<file path="config.mk">
export PLATFORM = sky130hd
export DESIGN_NAME = adc_seq_ctrl
export DESIGN_NICKNAME = d
export VERILOG_FILES = /design/src/rtl/adc_seq_pkg.sv /design/src/rtl/adc_trig_sel.sv /design/src/rtl/adc_conv_fsm.sv /design/src/rtl/adc_sticky_flag.sv /design/src/rtl/adc_reg_if.sv /design/src/rtl/adc_seq_ctrl.sv
export SDC_FILE = /design/constraint.sdc
export NUM_CORES = 1
export LEC_CHECK = 0
export BUFFER_PORTS_ARGS = -buffer_cell sky130_fd_sc_hd__buf_4
export CORE_MARGIN = 1.5
export CORE_UTILIZATION = 48
export DETAILED_ROUTE_END_ITERATION = 16
export PLACE_DENSITY = 0.87
export SYNTH_ARGS = -nofsm -noshare
export SYNTH_HDL_FRONTEND = slang
export SYNTH_SLANG_ARGS = --single-unit
</file>
<file path="constraint.sdc">
create_clock -name clk -period 1.3 [get_ports clk]
set_clock_uncertainty 0.2 [all_clocks]
set_input_delay 0.13 -clock clk [delete_from_list [all_inputs] [get_ports clk]]
set_output_delay 0.13 -clock clk [all_outputs]
set_load 0.03 [all_outputs]
</file>
<file path="src/rtl/adc_seq_pkg.sv">
package adc_seq_pkg;
  typedef enum logic [1:0] {
    TRIG_SOFT = 2'd0,
    TRIG_TMR  = 2'd1,
    TRIG_FREE = 2'd2,
    TRIG_BRG  = 2'd3
  } trig_mode_e;

  localparam int ADDR_W = 2;
  localparam logic [ADDR_W-1:0] A_CTRL = 2'd0;
  localparam logic [ADDR_W-1:0] A_STAT = 2'd1;
  localparam logic [ADDR_W-1:0] A_RHI  = 2'd2;
  localparam logic [ADDR_W-1:0] A_RLO  = 2'd3;

  // control register field positions
  localparam int C_JUST = 2;
  localparam int C_GO   = 3;
  localparam int C_IE   = 4;
  // status register field positions
  localparam int S_DONE = 0;
  localparam int S_SMP  = 1;
  localparam int S_BUSY = 2;

  localparam int N_FLAGS = 2;
  localparam int F_DONE  = 0;
  localparam int F_SMP   = 1;
endpackage

</file>
<file path="src/rtl/adc_trig_sel.sv">
module adc_trig_sel
  import adc_seq_pkg::*;
(
  input  trig_mode_e mode,
  input  logic       go,
  input  logic       tmr_ovf,
  input  logic       brg_ovf,
  input  logic       busy,
  output logic       launch
);
  logic req;

  always_comb begin
    unique case (mode)
      TRIG_SOFT: req = go;
      TRIG_TMR:  req = tmr_ovf;
      TRIG_FREE: req = 1'b1;
      TRIG_BRG:  req = brg_ovf;
      default:   req = 1'b0;
    endcase
    launch = req && !busy;
  end
endmodule

</file>
<file path="src/rtl/adc_conv_fsm.sv">
module adc_conv_fsm #(
  parameter int CODE_W = 12
) (
  input  logic              clk,
  input  logic              rst_n,
  input  logic              launch,
  input  logic              go_set_req,
  input  logic              conv_done,
  input  logic [CODE_W-1:0] conv_code,
  output logic              busy,
  output logic              go,
  output logic [CODE_W-1:0] code_q,
  output logic              done_evt
);
  assign done_evt = conv_done && busy;

  always_ff @(posedge clk) begin
    if (!rst_n) begin
      busy   <= 1'b0;
      go     <= 1'b0;
      code_q <= '0;
    end else begin
      if (done_evt) begin
        busy   <= 1'b0;
        go     <= 1'b0;
        code_q <= conv_code;
      end else begin
        if (launch)
          busy <= 1'b1;
        if (go_set_req && !busy)
          go <= 1'b1;
      end
    end
  end

  // a launch always leads to a busy period
  p_busy_after_start_r2: assert property (@(posedge clk) disable iff (!rst_n)
    launch |=> busy);
  // completion captures the code and frees the block in one edge
  p_capture_r6: assert property (@(posedge clk) disable iff (!rst_n)
    (conv_done && busy) |=> (!busy && !go && code_q == $past(conv_code)));
  // a done pulse while idle leaves the result alone
  p_idle_done_r6: assert property (@(posedge clk) disable iff (!rst_n)
    (conv_done && !busy) |=> $stable(code_q));
  // a go request while busy does not set go
  p_go_busy_r5: assert property (@(posedge clk) disable iff (!rst_n)
    (busy && !go && go_set_req) |=> !go);
endmodule

</file>
<file path="src/rtl/adc_sticky_flag.sv">
module adc_sticky_flag (
  input  logic clk,
  input  logic rst_n,
  input  logic set,
  input  logic clr,
  output logic q
);
  always_ff @(posedge clk) begin
    if (!rst_n)
      q <= 1'b0;
    else if (set)
      q <= 1'b1;
    else if (clr)
      q <= 1'b0;
  end

  // set beats a simultaneous clear
  p_set_wins_r10: assert property (@(posedge clk) disable iff (!rst_n)
    set |=> q);
  // a lone clear empties the flag
  p_clear_r9: assert property (@(posedge clk) disable iff (!rst_n)
    (clr && !set) |=> !q);
  // without set or clear the flag holds
  p_hold_r12: assert property (@(posedge clk) disable iff (!rst_n)
    (!clr && !set) |=> $stable(q));
endmodule

</file>
<file path="src/rtl/adc_reg_if.sv">
module adc_reg_if
  import adc_seq_pkg::*;
#(
  parameter int CODE_W = 12,
  parameter int REG_W  = 8
) (
  input  logic              clk,
  input  logic              rst_n,
  input  logic              bus_wr,
  input  logic [ADDR_W-1:0] bus_addr,
  input  logic [REG_W-1:0]  bus_wdata,
  input  logic              go,
  input  logic              busy,
  input  logic              done_q,
  input  logic              smp_q,
  input  logic [CODE_W-1:0] code_q,
  output trig_mode_e        mode,
  output logic              just,
  output logic              ie,
  output logic              go_set_req,
  output logic              clr_done,
  output logic              clr_smp,
  output logic [REG_W-1:0]  bus_rdata
);
  localparam int FMT_W = 2 * REG_W;
  localparam int PAD_W = FMT_W - CODE_W;

  logic wr_ctrl, wr_stat;
  logic [FMT_W-1:0] res_fmt;
  logic unused_wbits;

  assign wr_ctrl = bus_wr && (bus_addr == A_CTRL);
  assign wr_stat = bus_wr && (bus_addr == A_STAT);
  assign unused_wbits = ^bus_wdata[REG_W-1:C_IE+1];

  assign go_set_req = wr_ctrl && bus_wdata[C_GO];
  assign clr_done   = wr_stat && !bus_wdata[S_DONE];
  assign clr_smp    = wr_stat && !bus_wdata[S_SMP];

  always_ff @(posedge clk) begin
    if (!rst_n) begin
      mode <= TRIG_SOFT;
      just <= 1'b0;
      ie   <= 1'b0;
    end else if (wr_ctrl) begin
      mode <= trig_mode_e'(bus_wdata[1:0]);
      just <= bus_wdata[C_JUST];
      ie   <= bus_wdata[C_IE];
    end
  end

  // justification: right puts the code at the bottom, left at the top
  generate
    if (PAD_W > 0) begin : g_pad
      always_comb
        res_fmt = just ? {{PAD_W{1'b0}}, code_q} : {code_q, {PAD_W{1'b0}}};
    end else begin : g_nopad
      always_comb res_fmt = code_q;
    end
  endgenerate

  always_comb begin
    unique case (bus_addr)
      A_CTRL:  bus_rdata = REG_W'({ie, go, just, mode});
      A_STAT:  bus_rdata = REG_W'({busy, smp_q, done_q});
      A_RHI:   bus_rdata = res_fmt[FMT_W-1 -: REG_W];
      default: bus_rdata = res_fmt[REG_W-1:0];
    endcase
  end

  // control fields change only on a control write
  p_ctrl_hold_r2: assert property (@(posedge clk) disable iff (!rst_n)
    !wr_ctrl |=> ($stable(mode) && $stable(just) && $stable(ie)));
  // right-justified high byte has zero padding on top
  p_right_pad_r8: assert property (@(posedge clk) disable iff (!rst_n)
    (just && bus_addr == A_RHI) |-> (bus_rdata[REG_W-1 -: PAD_W] == '0));
  // left-justified low byte has zero padding below
  p_left_pad_r7: assert property (@(posedge clk) disable iff (!rst_n)
    (!just && bus_addr == A_RLO) |-> (bus_rdata[PAD_W-1:0] == '0));
endmodule

</file>
<file path="src/rtl/adc_seq_ctrl.sv">
module adc_seq_ctrl
  import adc_seq_pkg::*;
#(
  parameter int CODE_W = 12,
  parameter int REG_W  = 8
) (
  input  logic              clk,
  input  logic              rst_n,
  input  logic              bus_wr,
  input  logic [1:0]        bus_addr,
  input  logic [REG_W-1:0]  bus_wdata,
  output logic [REG_W-1:0]  bus_rdata,
  input  logic              tmr_ovf,
  input  logic              brg_ovf,
  output logic              conv_start,
  input  logic              conv_sampled,
  input  logic              conv_done,
  input  logic [CODE_W-1:0] conv_code,
  output logic              smp_irq
);
  trig_mode_e        mode;
  logic              just, ie, go, busy, launch, done_evt;
  logic              go_set_req, clr_done, clr_smp;
  logic [CODE_W-1:0] code_q;
  logic [N_FLAGS-1:0] flag_set, flag_clr, flag_q;

  adc_reg_if #(.CODE_W(CODE_W), .REG_W(REG_W)) u_regs (
    .clk(clk), .rst_n(rst_n), .bus_wr(bus_wr), .bus_addr(bus_addr),
    .bus_wdata(bus_wdata), .go(go), .busy(busy),
    .done_q(flag_q[F_DONE]), .smp_q(flag_q[F_SMP]), .code_q(code_q),
    .mode(mode), .just(just), .ie(ie), .go_set_req(go_set_req),
    .clr_done(clr_done), .clr_smp(clr_smp), .bus_rdata(bus_rdata)
  );

  adc_trig_sel u_trig (
    .mode(mode), .go(go), .tmr_ovf(tmr_ovf), .brg_ovf(brg_ovf),
    .busy(busy), .launch(launch)
  );

  adc_conv_fsm #(.CODE_W(CODE_W)) u_fsm (
    .clk(clk), .rst_n(rst_n), .launch(launch), .go_set_req(go_set_req),
    .conv_done(conv_done), .conv_code(conv_code), .busy(busy), .go(go),
    .code_q(code_q), .done_evt(done_evt)
  );

  assign flag_set[F_DONE] = done_evt;
  assign flag_clr[F_DONE] = clr_done;
  assign flag_set[F_SMP]  = conv_sampled && busy;
  assign flag_clr[F_SMP]  = clr_smp;

  generate
    for (genvar i = 0; i < N_FLAGS; i++) begin : g_flag
      adc_sticky_flag u_flag (
        .clk(clk), .rst_n(rst_n), .set(flag_set[i]), .clr(flag_clr[i]),
        .q(flag_q[i])
      );
    end
  endgenerate

  assign conv_start = launch;
  assign smp_irq    = flag_q[F_SMP] && ie;

  // never start while a conversion is running
  p_no_start_busy_r5: assert property (@(posedge clk) disable iff (!rst_n)
    busy |-> !conv_start);
  // free-running restarts the cycle after completion
  p_free_restart_r4: assert property (@(posedge clk) disable iff (!rst_n)
    (mode == TRIG_FREE && conv_done && busy && !(bus_wr && bus_addr == A_CTRL))
      |=> conv_start);
  // interrupt only with its enable
  p_irq_gate_r11: assert property (@(posedge clk) disable iff (!rst_n)
    smp_irq |-> ie);
  // the sample flag rises only from a sampled pulse during busy
  p_smp_source_r9: assert property (@(posedge clk) disable iff (!rst_n)
    $rose(flag_q[F_SMP]) |-> $past(conv_sampled && busy));
endmodule

</file>
==> results.md <==
* H-tree depth at 1
* Fin cells at 236
* Commonest non-fill, non-tap cell in the layout: buf_4
* CTS Root Cell: clkbuf_4
* Placed cell areas at 1510 µm²
* Placed Instances at 206
* Fraction of registers with async set/reset at 0%
* Fin util at 95.3%
* Critical Path Source Type: register
* Area grow syn2layout at 82.0%
* CTS tree: yes
* Cell variety after synth at 30
* Worst slew margin at 78.9%
* CP max stage delay at 400 ps
* Worst-path clk slew at 130 ps
* Port bufs at 35
* Die W at 50.0 µm
* Largest net degree at the start of global routing at 13
* Synthesized cell area at 1060 µm²
* Max-slew violations at 0
* Initial core utilization at 52.4%
* Failing checks: setup timing
* Crit end category: output port
* Lkg Pwr at 0.779 nW
* Yosys warnings at 0
* Pwr per Cell Area at 778 nW/µm²
* Post-DP HPWL at 2320 µm
* CTS Buf Count at 3
* DRC violations left at 0
* Fin nets at 238
* Share of layout cells above drive strength 1 at 49.0%
* Buf+Inv Stages, Crit Path at 1
* Final WS setup at -538 ps
* Syn Inst Count at 131
* Vias per cell at 6.33
* Final hold vios at 0
* First-pass GRT wire length at 6760 µm
* Clk buf depth at 2
* CP Class: register to output port
* Row cnt at 16
* Crit path required time at 970 ps
* GPL Wtd Cong at 0.836
* Drt pass-1 iters at 5
* Worst-Margin Slew at 308 ps
* Initial antenna violation count at 1
* Slowest-stage cell, CP: dfxtp_4
* Most frequent cells in the layout: buf_4, nand2_1, dlygate4sd3_1
* # IOs at 39
* Filler cells at 50
* Syn_area_per_cell at 8.08 µm²
* Routed Antenna Nets at 0
* CTS Sinks at 20
* Final Cell Area at 1930 µm²
* Hold Path Class: input pin to register
* Global route overflow at 0
* Number of global-route vias before repair at 1378
* Post-synth EDFFs at 0
* Period Utilization, post-route at 141%
* Vias at 1494
* Cells along the critical path: mux2i_1 -> nor3_1 -> a221o_2 -> buf_6
* Core area at 2020 µm²
* Clk_lat worst skew at 320 ps
* Avg WL per Cell at 22.9 µm
* GRT Total Usage at 37.0%
* CP top delay family: flip-flops
* Fin Hold WS at 187 ps
* Worst EP arrival at 1510 ps
* Mapped Nets at 160
* Flip-flop and latch area at 419 µm²
* Register area share after synthesis at 37.8%
* Initial DRC count at 151
* Setup violators final at 23
* Final min period at 1840 ps
* Fmax at 544 MHz
* Maxcap violations at 0
* CP Max Fanout at 5
* Die ar. at 2500 µm²
* Run status: complete, but fails checks
* Die H at 50.0 µm
* Worst VDD drop at 0.812 mV
* Dominant synthesized flop cell: dfxtp_1
* Post-synthesis register bit count at 20
* Final wirelength at 5420 µm
* Unrepaired setup endpoints after global routing: true
* Area of the multi-input gates at 711 µm²
-- per-stage QoR --
stage,power [mW],TNS (ps),worst slack [ps]
5_1_grt,1.54,-5230,-573
6_report,1.50,-4520,-538
2_1_floorplan,0.833,-119,-50.6
3_3_place_gp,0.957,-604,-126
3_5_place_dp,0.969,-1310,-193
4_1_cts,1.39,-3850,-457
-- cells in the mapped netlist (2+ instances only) --
library cell  count  share of area, %
nand2_1          28               9.9
dfxtp_1          20                38
a21oi_1          17               8.0
mux2i_1          12                11
nor2_1            9               3.2
buf_4             4               2.8
nand3_1           4               1.9
buf_2             3               1.4
o21a_1            3               2.1
a211oi_1          2               1.4
a311oi_1          2               1.7
a31oi_1           2               1.2
and3b_1           2               1.7
clkinv_1          2              0.71
nor2b_1           2               1.2
nor3_1            2              0.95
nor3b_1           2               1.4
o21ai_0           2              0.95
o22ai_1           2               1.2
-- cell type report --
type                    instances  area share, %
inverters                       3          0.844
repair buffers                 82           36.8
diodes                          1          0.130
multi-input cells              99           36.9
clock buffers                   4           1.88
flip-flops and latches         20           21.8
well taps                      27           1.75
-- state kept, by name, indices dropped and copies added (netlist names) --
register	count
g_flag.u_flag.q	2
u_fsm.busy	1
u_regs.just	1
u_regs.ie	1
u_fsm.code_q	12
u_regs.mode	2
u_fsm.go	1
-- worst paths after layout --
kind | start | to | slack, ps | cells after the start
max | u_regs.just | bus_rdata[2] | -540 | 4
min | conv_done | u_fsm.code_q[9] | 190 | 5
max reg2reg | u_regs.mode[1] | u_fsm.busy | 0 | 3
min reg2reg | u_fsm.code_q[9] | u_fsm.code_q[9] | 290 | 2
-- what timing repair did --
action                     in CTS  in global routing
hold buffers                   21                  1
gates resized for setup        19                 26
hold endpoints to repair       20                  4
cloned                          0                  1
pin swaps                       6                  5
buffers inserted                1                  2
setup endpoints to repair      20                 26
-- layer usage --
metal / track usage (%) / vias to the layer above / part of all wire [%]
met5: 0 / - / 0
met4: 23.6 / 0 / 8.6
met3: 6.06 / 52 / 11
met2: 61.8 / 150 / 46
met1: 43.6 / 679 / 34
li1: - / 613 / -
-- where the power goes --
part | total (mW) | internal, mW | switching (mW)
sequential | 0.670 | 0.636 | 0.0334
clock | 0.391 | 0.171 | 0.220
combinational | 0.438 | 0.224 | 0.213
total | 1.50 | 1.03 | 0.467
-- logic make-up (layout without fill, tap and decap cells) --
kind of cell / after synthesis / in the layout / synth area share, %
buffers and inverters: 12 / 89 / 6.74
muxes: 13 / 13 / 12.4
and+or+nand+nor: 52 / 52 / 23.2
AOI/OAI and AO/OA: 34 / 34 / 19.9
other: 0 / 1 / 0
DFF: 20 / 20 / 37.8
-- worst reg2reg max path, delay by kind of cell, from the launching register on --
| family | cells | cell delay [ps] |
|---|---|---|
| buffers and inverters | 1 | 150 |
| muxes | 1 | 170 |
| DFF | 1 | 390 |
| AOI/OAI and AO/OA | 1 | 290 |
Note: power is estimated with default switching activity, not from simulation.
